## config.mk

```make
export PLATFORM = sky130hd
export DESIGN_NAME = addr_retry_gen
export DESIGN_NICKNAME = d
export VERILOG_FILES = /design/src/rtl/arty_pkg.sv /design/src/rtl/arty_line_cmp.sv /design/src/rtl/arty_cond_dec.sv /design/src/rtl/arty_window.sv /design/src/rtl/addr_retry_gen.sv
export SDC_FILE = /design/constraint.sdc
export NUM_CORES = 1
export LEC_CHECK = 0
export ABC_CLOCK_PERIOD_IN_PS = 7800
export CELL_PAD_IN_SITES_DETAIL_PLACEMENT = 1
export CELL_PAD_IN_SITES_GLOBAL_PLACEMENT = 1
export CORE_ASPECT_RATIO = 0.9
export CORE_MARGIN = 5
export CORE_UTILIZATION = 31
export DETAILED_ROUTE_END_ITERATION = 16
export HOLD_SLACK_MARGIN = 0.05
export PLACE_DENSITY_LB_ADDON = 0.1
export SYNTH_ARGS = -nofsm -noshare
export SYNTH_HDL_FRONTEND = slang
export SYNTH_HIERARCHICAL = 1
export SYNTH_SLANG_ARGS = --single-unit
```

## constraint.sdc

```tcl
create_clock -name clk -period 7.8 [get_ports clk]
set_clock_uncertainty 0.15 [all_clocks]
set_input_delay 1.95 -clock clk [delete_from_list [all_inputs] [get_ports clk]]
set_output_delay 1.95 -clock clk [all_outputs]
set_load 0.02 [all_outputs]
```

## src/rtl/arty_pkg.sv

```systemverilog
package arty_pkg;
  localparam int CAUSE_W = 4;

  // Bit order is visible on retry_cause: bit0 cast-out, bit1 collision,
  // bit2 busy-bus read, bit3 full-buffer write.
  typedef struct packed {
    logic wr_full;
    logic rd_busy;
    logic collide;
    logic castout;
  } cause_t;
endpackage

```

## src/rtl/arty_line_cmp.sv

```systemverilog
module arty_line_cmp #(
  parameter int AW        = 32,
  parameter int LINE_BITS = 5,
  parameter int NBUF      = 4
) (
  input  logic [AW-1:0]      addr,
  input  logic [NBUF*AW-1:0] buf_addr,
  input  logic [NBUF-1:0]    buf_vld,
  output logic [NBUF-1:0]    match,
  output logic               hit
);
  // Mask that keeps only the line part of an address.
  localparam logic [AW-1:0] LMASK = ~((AW'(1) << LINE_BITS) - AW'(1));

  logic [AW-1:0] line_q;
  assign line_q = addr & LMASK;

  for (genvar g = 0; g < NBUF; g++) begin : g_ent
    logic [AW-1:0] ent_line;
    assign ent_line = buf_addr[g*AW +: AW] & LMASK;
    assign match[g] = buf_vld[g] && (ent_line == line_q);
  end

  assign hit = |match;
endmodule

```

## src/rtl/arty_cond_dec.sv

```systemverilog
module arty_cond_dec
  import arty_pkg::*;
(
  input  logic   castout_pend,
  input  logic   line_hit,
  input  logic   is_write,
  input  logic   is_io,
  input  logic   io_busy_snoop,
  input  logic   wbuf_full,
  input  logic   io_mem_snoop,
  output cause_t cause
);
  always_comb begin
    cause         = '0;
    cause.castout = castout_pend;
    cause.collide = line_hit;
    // A processor read to I/O cannot finish while a snooping master holds the bus.
    cause.rd_busy = !is_write && is_io && io_busy_snoop;
    // A posted write that cannot drain, while an I/O master waits on a snoop.
    cause.wr_full = is_write && is_io && wbuf_full && io_mem_snoop;
  end
endmodule

```

## src/rtl/arty_window.sv

```systemverilog
module arty_window (
  input  logic clk,
  input  logic rst_n,
  input  logic ts,
  input  logic aack,
  output logic win,       // current cycle lies inside the retry window
  output logic last,      // current cycle is the one after aack (final window cycle)
  output logic win_next   // next cycle lies inside the window
);
  logic win_q, last_q;
  logic open_mid;

  assign open_mid = win_q && !last_q;
  assign win_next = ts || open_mid;

  always_ff @(posedge clk) begin
    if (!rst_n) begin
      win_q  <= 1'b0;
      last_q <= 1'b0;
    end else begin
      win_q  <= win_next;
      last_q <= open_mid && aack && !ts;
    end
  end

  assign win  = win_q;
  assign last = last_q;

  p_last_inside_r9: assert property (@(posedge clk) disable iff (!rst_n)
    last_q |-> win_q);
  p_ts_opens_r8: assert property (@(posedge clk) disable iff (!rst_n)
    ts |=> (win_q && !last_q));
  p_close_r9: assert property (@(posedge clk) disable iff (!rst_n)
    (last_q && !ts) |=> !win_q);
endmodule

```

## src/rtl/addr_retry_gen.sv

```systemverilog
module addr_retry_gen
  import arty_pkg::*;
#(
  parameter int AW        = 32,
  parameter int LINE_BITS = 5,
  parameter int NBUF      = 4
) (
  input  logic               clk,
  input  logic               rst_n,
  input  logic               ts,
  input  logic               aack,
  input  logic [AW-1:0]      tn_addr,
  input  logic               tn_write,
  input  logic               tn_io,
  input  logic               l2_castout,
  input  logic [NBUF*AW-1:0] buf_line_addr,
  input  logic [NBUF-1:0]    buf_valid,
  input  logic               io_wbuf_full,
  input  logic               io_busy_snoop,
  input  logic               io_mem_snoop,
  output logic               retry,
  output logic [CAUSE_W-1:0] retry_cause
);
  // Tenure attributes captured at transfer-start.
  logic [AW-1:0] addr_q;
  logic          wr_q, io_q;

  always_ff @(posedge clk) begin
    if (!rst_n) begin
      addr_q <= '0;
      wr_q   <= 1'b0;
      io_q   <= 1'b0;
    end else if (ts) begin
      addr_q <= tn_addr;
      wr_q   <= tn_write;
      io_q   <= tn_io;
    end
  end

  // In the start cycle the live bus values are used, so that retry can be raised
  // in the first window cycle; afterwards the captured copy is used.
  logic [AW-1:0] cur_addr;
  logic          cur_wr, cur_io;
  assign cur_addr = ts ? tn_addr  : addr_q;
  assign cur_wr   = ts ? tn_write : wr_q;
  assign cur_io   = ts ? tn_io    : io_q;

  logic win, last, win_next;
  arty_window u_win (
    .clk      (clk),
    .rst_n    (rst_n),
    .ts       (ts),
    .aack     (aack),
    .win      (win),
    .last     (last),
    .win_next (win_next)
  );

  logic [NBUF-1:0] ent_match;
  logic            line_hit;
  arty_line_cmp #(.AW(AW), .LINE_BITS(LINE_BITS), .NBUF(NBUF)) u_cmp (
    .addr     (cur_addr),
    .buf_addr (buf_line_addr),
    .buf_vld  (buf_valid),
    .match    (ent_match),
    .hit      (line_hit)
  );

  cause_t now_cause;
  arty_cond_dec u_dec (
    .castout_pend  (l2_castout),
    .line_hit      (line_hit),
    .is_write      (cur_wr),
    .is_io         (cur_io),
    .io_busy_snoop (io_busy_snoop),
    .wbuf_full     (io_wbuf_full),
    .io_mem_snoop  (io_mem_snoop),
    .cause         (now_cause)
  );

  logic   retry_q;
  cause_t cause_q;
  logic   any_now;
  logic   hold;

  assign any_now = |now_cause;
  assign hold    = retry_q && !ts;   // a new tenure never inherits the old retry

  always_ff @(posedge clk) begin
    if (!rst_n) begin
      retry_q <= 1'b0;
      cause_q <= '0;
    end else begin
      retry_q <= win_next && (hold || any_now);
      if (ts)
        cause_q <= now_cause;
      else if (win_next)
        cause_q <= cause_q | now_cause;
    end
  end

  assign retry       = retry_q;
  assign retry_cause = cause_q;

  p_quiet_outside_r2: assert property (@(posedge clk) disable iff (!rst_n)
    !win |-> !retry_q);
  p_castout_r3: assert property (@(posedge clk) disable iff (!rst_n)
    (win_next && l2_castout) |=> retry_q);
  p_invalid_r5: assert property (@(posedge clk) disable iff (!rst_n)
    (ent_match & ~buf_valid) == '0);
  p_hold_r9: assert property (@(posedge clk) disable iff (!rst_n)
    (retry_q && !last && !ts) |=> retry_q);
  p_release_r9: assert property (@(posedge clk) disable iff (!rst_n)
    (last && !ts) |=> !retry_q);
  p_cause_r11: assert property (@(posedge clk) disable iff (!rst_n)
    retry_q |-> (cause_q != '0));
  p_cause_idle_r11: assert property (@(posedge clk) disable iff (!rst_n)
    (!win_next && !ts) |=> $stable(cause_q));
endmodule

```

Yosys cells after proc, flatten, opt, wreduce, memory -nomap -nowiden
Cells that the tools add are included.
- logic and storage cells: 43
- output and inout port bits: 5
- input port bits: 174
- bits in writable memories: 0
- memory bits (read-only): 0
- latch bits: 0
- register bits after elaboration: 41
- memories kept: 0
- mux-type cells: 5
- divide/modulo/power cells: 0
- shift-type cells: 0
- $lt $le $gt $ge: 0
- bitwise logic cells: 1
- reductions and logical operators: 22
- multipliers: 0
- equality and inequality tests: 4
- add/sub/neg operators: 0
- operator list (cell ; count):
    $eq A27 B27 Y1 ; 4
    $mux W32 ; 1
    $logic_and A1 B1 Y1 ; 14
    $mux W4 ; 2
    $reduce_or A7 Y1 ; 1
    $or A4 B4 Y4 ; 1
    $reduce_or A4 Y1 ; 1
    $logic_not A1 Y1 ; 3
    $logic_or A1 B1 Y1 ; 2
    $mux W1 ; 2
    $reduce_bool A2 Y1 ; 1

Depth between registers and ports, before layout
Gate-level depths: netlist of run 1.
- depth in word-level cells: 7
- gate-level depth with buffers: 12
- depth with buffers taken out: 8

Cells and area by module
The synthesis of run 1 kept the hierarchy.
- by module, submodules not included (module ; area each (sq um) ; cells an instance ; times used ; sequential area each (sq um)):
    addr_retry_gen ; 1691.6 ; 132 ; 1 ; 780.7
    arty_line_cmp ; 1476.4 ; 172 ; 1 ; 0.0
    arty_window ; 86.3 ; 8 ; 1 ; 40.0
    arty_cond_dec ; 32.5 ; 4 ; 1 ; 0.0

Worst setup path after synthesis of run 1
OpenSTA, ideal clock, no wires.
- path type: in2reg
- start: in ts
- end: reg retry_q, in the netlist retry
- path slack: 3.554 ns
- arrival: 3.969 ns
- required time: 7.523 ns
- stages: 12
- cells stage by stage: buf_6 buf_12 mux2_4 buf_2 xnor2_1 nand4_1 or4_4 nor4_4 or4_1 buf_4 nor4_1 a21oi_1
- elaborated cells between the ends (all ways): 23
- RTL lines (item ; RTL line ; source):
    from (decl) ; addr_retry_gen.sv:10 ; input logic ts,
    $mux W32 ; n/a ;
    via cur_addr[18] ; addr_retry_gen.sv:42 ; logic [AW-1:0] cur_addr;
    $eq A27 B27 Y1 ; arty_line_cmp.sv:21 ; assign match[g] = buf_vld[g] && (ent_line == line_q);
    $logic_and A1 B1 Y1 ; arty_line_cmp.sv:21 ;
    via ent_match[3] ; addr_retry_gen.sv:59 ; logic [NBUF-1:0] ent_match;
    $reduce_or A7 Y1 ; addr_retry_gen.sv:86 ; assign any_now = |now_cause;
    $logic_or A1 B1 Y1 ; addr_retry_gen.sv:94 ; retry_q <= win_next && (hold || any_now);
    $logic_and A1 B1 Y1 ; addr_retry_gen.sv:94 ;
    to (signal assigned) ; addr_retry_gen.sv:94 ;
    to (decl) ; addr_retry_gen.sv:81 ; logic retry_q;
The timed path passes the listed nets, and every way through them passes these cells.
A chain may end at the register's enable or synchronous reset.

Worst setup path after layout of run 1
- start: in ts
- end: reg cause_q (netlist bit retry_cause[1])
- longest elaborated chain between the ends: 7
- elaborated cells between the ends (all ways): 15
- RTL lines (item ; RTL line ; source):
    $mux W32 * ; n/a ;
    via cur_addr[6] ; addr_retry_gen.sv:42 ;
    $eq A27 B27 Y1 * ; arty_line_cmp.sv:21 ;
    $logic_and A1 B1 Y1 * ; arty_line_cmp.sv:21 ;
    via ent_match[3] ; addr_retry_gen.sv:59 ;
    $reduce_or A4 Y1 * ; arty_line_cmp.sv:24 ; assign hit = |match;
    via line_hit ; addr_retry_gen.sv:60 ; logic line_hit;
    $or A4 B4 Y4 ; addr_retry_gen.sv:98 ; cause_q <= cause_q | now_cause;
    $mux W4 ; addr_retry_gen.sv:97 ; else if (win_next)
    $mux W4 * ; addr_retry_gen.sv:95 ; if (ts)
    to (signal assigned) ; addr_retry_gen.sv:96 ; cause_q <= now_cause;
    to (signal assigned) ; addr_retry_gen.sv:98 ;
    to (decl) ; addr_retry_gen.sv:82 ; cause_t cause_q;
The timed path passes the listed nets; every way through them passes the cells marked *. The select of a mux whose other input is x is not followed.

==> results of run 1 <==
worst max-delay path: stages:
cell and delay (ns):
buf_2 0.08, buf_4 0.51, mux2_4 0.41, xnor2_1 0.20, nand4_1 0.18, or4_4 0.59, nor4_4 0.13, or4_1 0.19
o21ai_0 0.10, a21boi_0 0.18
cells in the final DEF, fill, tap and decap left out, types with 2 or more instances in the layout:
cell and count:
clkdlybuf4s50_1 152, nand2_1 3, xnor2_1 105, xnor2_2 3
or4_4 3, dfxtp_1 36, a21boi_0 4, and2_4 2
buf_4 2, and2_1 27, o21ai_0 4, clkbuf_8 6
nand2b_1 5, mux2_4 26, mux2_2 3, or4_1 2
nor4_4 3, nand4_1 28
metrics by stage:
stage          utilization, %  hold WS, ns  cells  setup WS (ns)
5_1_grt                  46.9        0.361    552           3.15
3_5_place_dp             46.0        0.328    544           3.00
2_1_floorplan               -        0.316    301           3.55
4_1_cts                  46.9        0.342    552           3.30
6_report                 46.9        0.335    552           3.32
3_3_place_gp             46.0        0.312    544           3.02
path summary, 6_finish.rpt:
kind / end / startpoint / cells after the start / slack, ns
max: retry_cause[1] / ts / 10 / 3.32
min: retry_cause[3] / retry_cause[3] / 2 / 0.33
max reg2reg: retry_cause[1] / addr_q[6] / 8 / 5.37
min reg2reg: retry_cause[3] / retry_cause[3] / 2 / 0.33
sequential cells by signal, summed over array words and instances (netlist names):
name         flops
retry_cause      4
retry            1
addr_q          27
u_win/last       1
wr_q             1
u_win/win        1
io_q             1
power groups by stage:
| stage | logic [W] | registers (W) | clock network [W] |
|---|---|---|---|
| finish | 0.000230 | 0.000197 | 0.000144 |
| global route | 0.000247 | 0.000198 | 0.000159 |
| CTS | 0.000234 | 0.000197 | 0.000151 |
| detailed placement | 0.000232 | 0.000202 | 0 |
| global placement | 0.000228 | 0.000201 | 0 |
| floorplan | 0.000140 | 0.000202 | 0 |
cell type report:
class | count | area, um^2 | share of cell area (%)
clock buffers | 7 | 86.3 | 1.90
flip-flops and latches | 36 | 721 | 15.8
inverters | 1 | 3.75 | 0.0824
well taps | 126 | 158 | 3.46
multi-input cells | 226 | 2040 | 44.7
repair buffers | 155 | 1540 | 33.9
clock inverters | 1 | 7.51 | 0.165
per-layer routing:
metal / share of wire, % / vias to the layer above
met2: 47 / 101
met1: 44 / 1131
met3: 8.3 / 5
li1: - / 1237
met5: 0 / -
met4: 0.56 / 0
==> metrics.cfg, run 1 <==
[clocking]
clkLatencyLatePin_ns=0.30
hold_buffers=0
cts.htree.levels=2
cts_buffer_depth=2
cts_root_buf=clkbuf_8
post_cts_buffers=0
cts_buffers=5
cts_resized=0
path_clk_slew_ns=0.07
tritoncts=built
clkSinkCount=36

[pwr]
vdd_drop_max_mv=0.0612
powerDensity_mw_per_mm2=126
p_sw_share_pct=28.5
p_int_w=0.000408
finalPower_w=0.000571
p_seq_share_pct=34.5
pwr-share-clk_pct=25.2
p_leak_nw=1.60
combPwrFrac_pct=40.3
p_sw_w=0.000163

[route]
num_vias=2474
wirelength_mm=10.9
postRouteAntennaNets=0
wl_per_cell_um=19.7
drtIter0Drc=50
dr.pass1.iters=4
drc=0
via_per_inst=4.48

[die]
dieArea_mm2=0.0120
die_w_um=115
core_mm2=0.00970
start_util_pct=31.8
io_pins=179
die_h_um=105
num_rows=34

[global_routing]
grt_first_pass_wirelength_mm=16.4
met2_usage_pct=29.7
grt_use_met1_pct=23.2
use_met3_pct=6.07
top_usage_layer=met2
grt_pass1_vias=2855
grt_antenna_before_repair=0
grt_max_degree=41
gr-total-overflow=0
grt_use_total_pct=18.0

[job]
drv_cap=0

[sta]
slew_headroom_pct=57.4
timing.final.crit_share_pct=57.4
hold_viol_final=0
setup_viol=0
finalCriticalPeriod_ns=4.48
grt_setup_unrepaired=no
tightest_slew_ns=0.640
fin_tns_setup_ns=0
fmax_mhz=223
maxSlewViolCount=0

[worst_setup_path]
critPathKind=primary input to flop
required_ns=7.87
cp.arrival_ns=4.55
startpoint_type=primary input
cp_max_fo=40
cp-end-kind=flop

[yosys]
syn_avg_cell_area_um2=10.2
synth_fp_nets=475
ys.warnings.count=6
synthCells=301
syn-cell-area_mm2=0.00308

[placement]
gp_congestion=0.827
hpwl_mm=9.08
numPortBuffers=153
placedInstanceArea_mm2=0.00446

[cells_and_area]
nFillCells=1083
syn_to_final_growth_pct=47.8
drive_gt1_share_pct=12.7
antenna_cells=0
nets=599
fin_area_mm2=0.00455

[run_status]
status=completed

[min_path]
hp-class=flop to flop

No activity file was read; power rests on OpenSTA's default activity.
==> run 2, diff against run 1 <==
Settings changed: ABC_CLOCK_PERIOD_IN_PS 7800 to 3900, CORE_UTILIZATION 31 to 26.
Clock period 7.8 ns to 3.9 ns, I/O delays scaled along.
==> metrics.cfg, run 2 (synthesized netlist as in run 1, its figures left out) <==
[run_status]
status=completed

[pwr]
finalPower_w=0.00126  ; +120%
vdd_drop_max_mv=0.130  ; +110%
p_leak_nw=1.63  ; +2.1%
powerDensity_mw_per_mm2=271  ; +120%

[clocking]
cts_buffer_depth=2  ; unchanged
tritoncts=built
hold_buffers=0  ; unchanged
cts_resized=0  ; unchanged
cts_root_buf=clkbuf_16
path_clk_slew_ns=0.06  ; about the same
clkSinkCount=36  ; unchanged
clkLatencyLatePin_ns=0.28  ; -0.02 ns
cts_buffers=5  ; unchanged
cts.htree.levels=2  ; unchanged
post_cts_buffers=0  ; unchanged

[worst_setup_path]
rr_worst_depth=8  ; unchanged
crit_end=retry
cp_max_fo=30  ; -25%
rr_endpoint=retry_cause[1]
critPathKind=primary input to flop
startpoint_type=primary input
rrSetupSlack_ns=1.49  ; -3.88 ns
required_ns=3.91  ; -3.96 ns
startpoint=ts
cp-end-kind=flop
cp.arrival_ns=3.26  ; -1.29 ns
rr_startpoint=addr_q[5]

[placement]
placedInstanceArea_mm2=0.00452  ; +1.3%
numPortBuffers=153  ; unchanged
hpwl_mm=9.60  ; +5.7%
gp_congestion=0.808  ; -2.3%

[job]
drv_cap=0  ; unchanged

[route]
via_per_inst=4.36  ; -2.8%
postRouteAntennaNets=0  ; unchanged
num_vias=2540  ; +2.7%
drtIter0Drc=56  ; +12%
wirelength_mm=11.6  ; +6.1%
drc=0  ; unchanged
wl_per_cell_um=19.8  ; +0.48%
dr.pass1.iters=4  ; unchanged

[die]
start_util_pct=26.7  ; -5.0 points
die_w_um=125  ; +8.4%
dieArea_mm2=0.0141  ; +17%
io_pins=179  ; unchanged
die_h_um=113  ; +8.3%
num_rows=37  ; +8.8%
core_mm2=0.0115  ; +19%

[cells_and_area]
fin_area_mm2=0.00466  ; +2.3%
regMostFlops=addr_q
final_common_cell=clkdlybuf4s50_1
nets=600  ; +0.17%
largest_reg_flops=27  ; unchanged
antenna_cells=0  ; unchanged
final_cell_mix=clkdlybuf4s50_1 (152), xnor2_1 (105), dfxtp_1 (36)
drive_gt1_share_pct=12.6  ; -0.030 points
syn_to_final_growth_pct=51.2

[global_routing]
grt_max_degree=37  ; -9.8%
grt_antenna_before_repair=0  ; unchanged
grt_pass1_vias=2940  ; +3.0%
grt_first_pass_wirelength_mm=17.2  ; +5.2%
grt_use_total_pct=16.1  ; -1.8 points
gr-total-overflow=0  ; unchanged

[min_path]
hp-class=flop to flop

[sta]
maxSlewViolCount=0  ; unchanged
tightest_slew_ns=0.362  ; -0.278 ns
fin_tns_setup_ns=0  ; unchanged
grt_setup_unrepaired=no
timing.final.crit_share_pct=83.5
finalCriticalPeriod_ns=3.26
fmax_mhz=307
hold_viol_final=0  ; unchanged
setup_viol=0  ; unchanged
slew_headroom_pct=75.9  ; +19 points

-- run 2: cell types whose count changed in the layout (fill, tap and decap cells not counted) --
cell        change
buf_12          +1
clkbuf_1        +1
clkbuf_16       +5
clkbuf_8        -6
clkinv_4        +1
clkinvlp_4      -1
-- run 2: how the worst min path moves through the flow --
stage | from | endpoint | depth (start not counted)
finish | retry_cause[3] | retry_cause[3] | 2
global route | u_win/win | u_win/last | 2
CTS | retry | retry | 2
detailed placement | retry | retry | 2
global placement | retry | retry | 2
floorplan | u_win/win | u_win/last | 2
-- run 2: where the power goes --
group | switching (W) | total [W] | internal [W]
registers | 0.00000596 | 0.000394 | 0.000389
clock network | 0.000161 | 0.000400 | 0.000239
logic | 0.000183 | 0.000470 | 0.000287
-- run 2: worst max-delay path, cell delays in order --
cell,delay [ns]
buf_2,0.10
buf_12,0.25
mux2_2,0.47
xnor2_1,0.16
nand4_1,0.09
or4_1,0.15
nor4_2,0.05
or4_1,0.59
nor4_1,0.31
a21oi_1,0.10
-- run 2: final cells by class --
| class | instances | area [um^2] |
|---|---|---|
| Fill cell | 1284 | 6870 |
| Multi-Input combinational cell | 226 | 2040 |
| Timing Repair Buffer | 156 | 1560 |
| Sequential cell | 36 | 721 |
| Tap cell | 156 | 195 |
| Clock buffer | 7 | 133 |
| Clock inverter | 1 | 8.76 |
| Inverter | 1 | 3.75 |
-- run 2: layer usage --
metal	share of wire, %	track usage (%)
met1	45	21.0
met2	46	26.7
met3	7.3	4.20
met4	1.6	4.02
met5	0	0
-- run 2: metrics by stage --
stage	utilization, %	instances	worst slack, ns	hold WS [ns]
3_3_place_gp	39.2	575	0.404	0.313
3_5_place_dp	39.2	575	0.343	0.326
5_1_grt	40.4	583	0.501	0.354
2_1_floorplan	-	301	0.629	0.316
6_report	40.4	583	0.643	0.331
4_1_cts	40.4	583	0.636	0.337
==> run 3, diff against run 2 <==
Settings changed: ABC_CLOCK_PERIOD_IN_PS 3900 to 3100, CORE_UTILIZATION 26 to 29.
Clock period 3.9 ns to 3.1 ns, I/O delays scaled along.
==> metrics.cfg, run 3 (synthesized netlist as in run 1, its figures left out) <==
[clocking]
path_clk_slew_ns=0.06  ; about the same
post_cts_buffers=0  ; unchanged
hold_buffers=0  ; unchanged
cts.htree.levels=2  ; unchanged
tritoncts=built
clkSinkCount=36  ; unchanged
cts_resized=0  ; unchanged
cts_buffers=5  ; unchanged
cts_root_buf=clkbuf_16
cts_buffer_depth=2  ; unchanged
clkLatencyLatePin_ns=0.28  ; about the same

[cells_and_area]
final_cell_mix=clkdlybuf4s50_1 (152), xnor2_1 (105), dfxtp_1 (36)
drive_gt1_share_pct=14.4  ; +1.8 points
nets=609  ; +1.5%
utilization_pct=45.5  ; +5.1 points
final_common_cell=clkdlybuf4s50_1
antenna_cells=0  ; unchanged
syn_to_final_growth_pct=52.7
regMostFlops=addr_q
nFillCells=1150  ; -10%
largest_reg_flops=27  ; unchanged

[pwr]
finalPower_w=0.00159  ; +26%
p_leak_nw=1.68  ; +3.0%
p_sw_w=0.000430  ; +23%
vdd_drop_max_mv=0.232  ; +78%
p_seq_share_pct=31.2  ; about the same
p_sw_share_pct=27.0  ; -0.66 points
pwr-share-clk_pct=31.1  ; -0.6 points
powerDensity_mw_per_mm2=338  ; +25%
p_int_w=0.00116  ; +27%
combPwrFrac_pct=37.7  ; +0.6 points

[route]
dr.max_layer_used=met4
routed-wl-met2_mm=5.34  ; +1.1%
wl_met1_mm=5.16  ; -1.7%
drc=0  ; unchanged
wirelength_mm=11.4  ; -1.4%
num_vias=2575  ; +1.4%
dr.pass1.iters=4  ; unchanged
wl_per_cell_um=20.2  ; +1.7%
postRouteAntennaNets=0  ; unchanged
drtIter0Drc=68  ; +21%
routed-wl-met3_um=786  ; -6.4%
via_per_inst=4.56  ; +4.6%

[sta]
finalCriticalPeriod_ns=2.98
fin_tns_setup_ns=0  ; unchanged
setup_viol=0  ; unchanged
maxSlewViolCount=0  ; unchanged
fmax_mhz=335
grt_setup_unrepaired=no
slew_headroom_pct=78.3  ; +2.4 points
worst_slack_ns=0.117  ; -0.526 ns
hold_ws_ns=0.329  ; -0.00216 ns
tightest_slew_ns=0.326  ; -0.0357 ns
hold_viol_final=0  ; unchanged
timing.final.crit_share_pct=96.2

[global_routing]
grt_max_degree=37  ; unchanged
gr-total-overflow=0  ; unchanged
grt_first_pass_wirelength_mm=16.9  ; -2.1%
grt_antenna_before_repair=0  ; unchanged
grt_use_total_pct=17.5  ; +1.4 points
grt_pass1_vias=2839  ; -3.4%

[worst_setup_path]
cp-end-kind=flop
critical-path-top-delay-family=simple AND/OR/NAND/NOR gates
critPathKind=primary input to flop
startpoint_type=primary input
max_stage_delay_ns=0.56  ; -0.03 ns
cp.arrival_ns=2.99  ; -0.27 ns
cp_max_fo=5  ; -83%
worstPathCellList=clkdlybuf4s50_1 > mux2_2 > xnor2_1 > nand4_1 > or4_4 > nor4_4 > or4_1 > nor4_1 > a21oi_1
crit_buf_inv=1  ; -1
required_ns=3.11  ; -0.80 ns
crit_slowest_cell=or4_1

[job]
drv_cap=0  ; unchanged

[die]
die_w_um=119  ; -4.9%
num_rows=35  ; -5.4%
io_pins=179  ; unchanged
dieArea_mm2=0.0128  ; -9.5%
die_h_um=108  ; -4.8%
start_util_pct=29.8  ; +3.1 points
core_mm2=0.0103  ; -10%

[placement]
hpwl_mm=9.54  ; -0.62%
numPortBuffers=153  ; unchanged
dp_slack_ns=-0.207  ; -0.550 ns
gp_congestion=0.820  ; +1.4%

[min_path]
hp-class=flop to flop

[run_status]
status=completed

[run 3: layout make-up]
type | instances | area (um^2) | share of cell area [%]
clock buffer | 7 | 133 | 2.82
clock inverter | 1 | 8.76 | 0.186
inverter | 1 | 3.75 | 0.0798
multi-input combinational | 226 | 2040 | 43.3
sequential | 36 | 721 | 15.3
tap | 129 | 161 | 3.43
timing repair buffer | 165 | 1640 | 34.9
[run 3: power groups by stage]
stage               Combinational, W  Sequential [W]  Clock (W)
detailed placement          0.000605        0.000507          0
CTS                         0.000609        0.000497   0.000515
global route                0.000641        0.000499   0.000533
floorplan                   0.000352        0.000508          0
global placement            0.000595        0.000506          0
finish                      0.000600        0.000497   0.000495
[run 3: final timing paths]
path | cells after the start | from | to | slack (ns)
hold / removal | 2 | retry | retry | 0.33
setup / recovery | 9 | tn_addr[29] | retry | 0.12
setup reg to reg | 8 | addr_q[31] | retry | 0.76
hold reg to reg | 2 | retry | retry | 0.33
[run 3: worst min-delay path: stages, from the launching register on]
cell and delay [ns]:
dfxtp_1 0.31, nand2b_1 0.07, a21oi_1 0.06
[run 3: metrics by stage]
stage / cells / instance area (um^2)
floorplan: 301 / 3080
global placement: 557 / 4560
detailed placement: 557 / 4560
CTS: 565 / 4700
global route: 565 / 4700
finish: 565 / 4700
[run 3: metal layers]
| metal | vias up | global-route usage (%) |
|---|---|---|
| met3 | 6 | 4.68 |
| met5 | - | 0 |
| met4 | 0 | 3.39 |
| li1 | 1254 | - |
| met2 | 101 | 30.0 |
| met1 | 1214 | 22.3 |
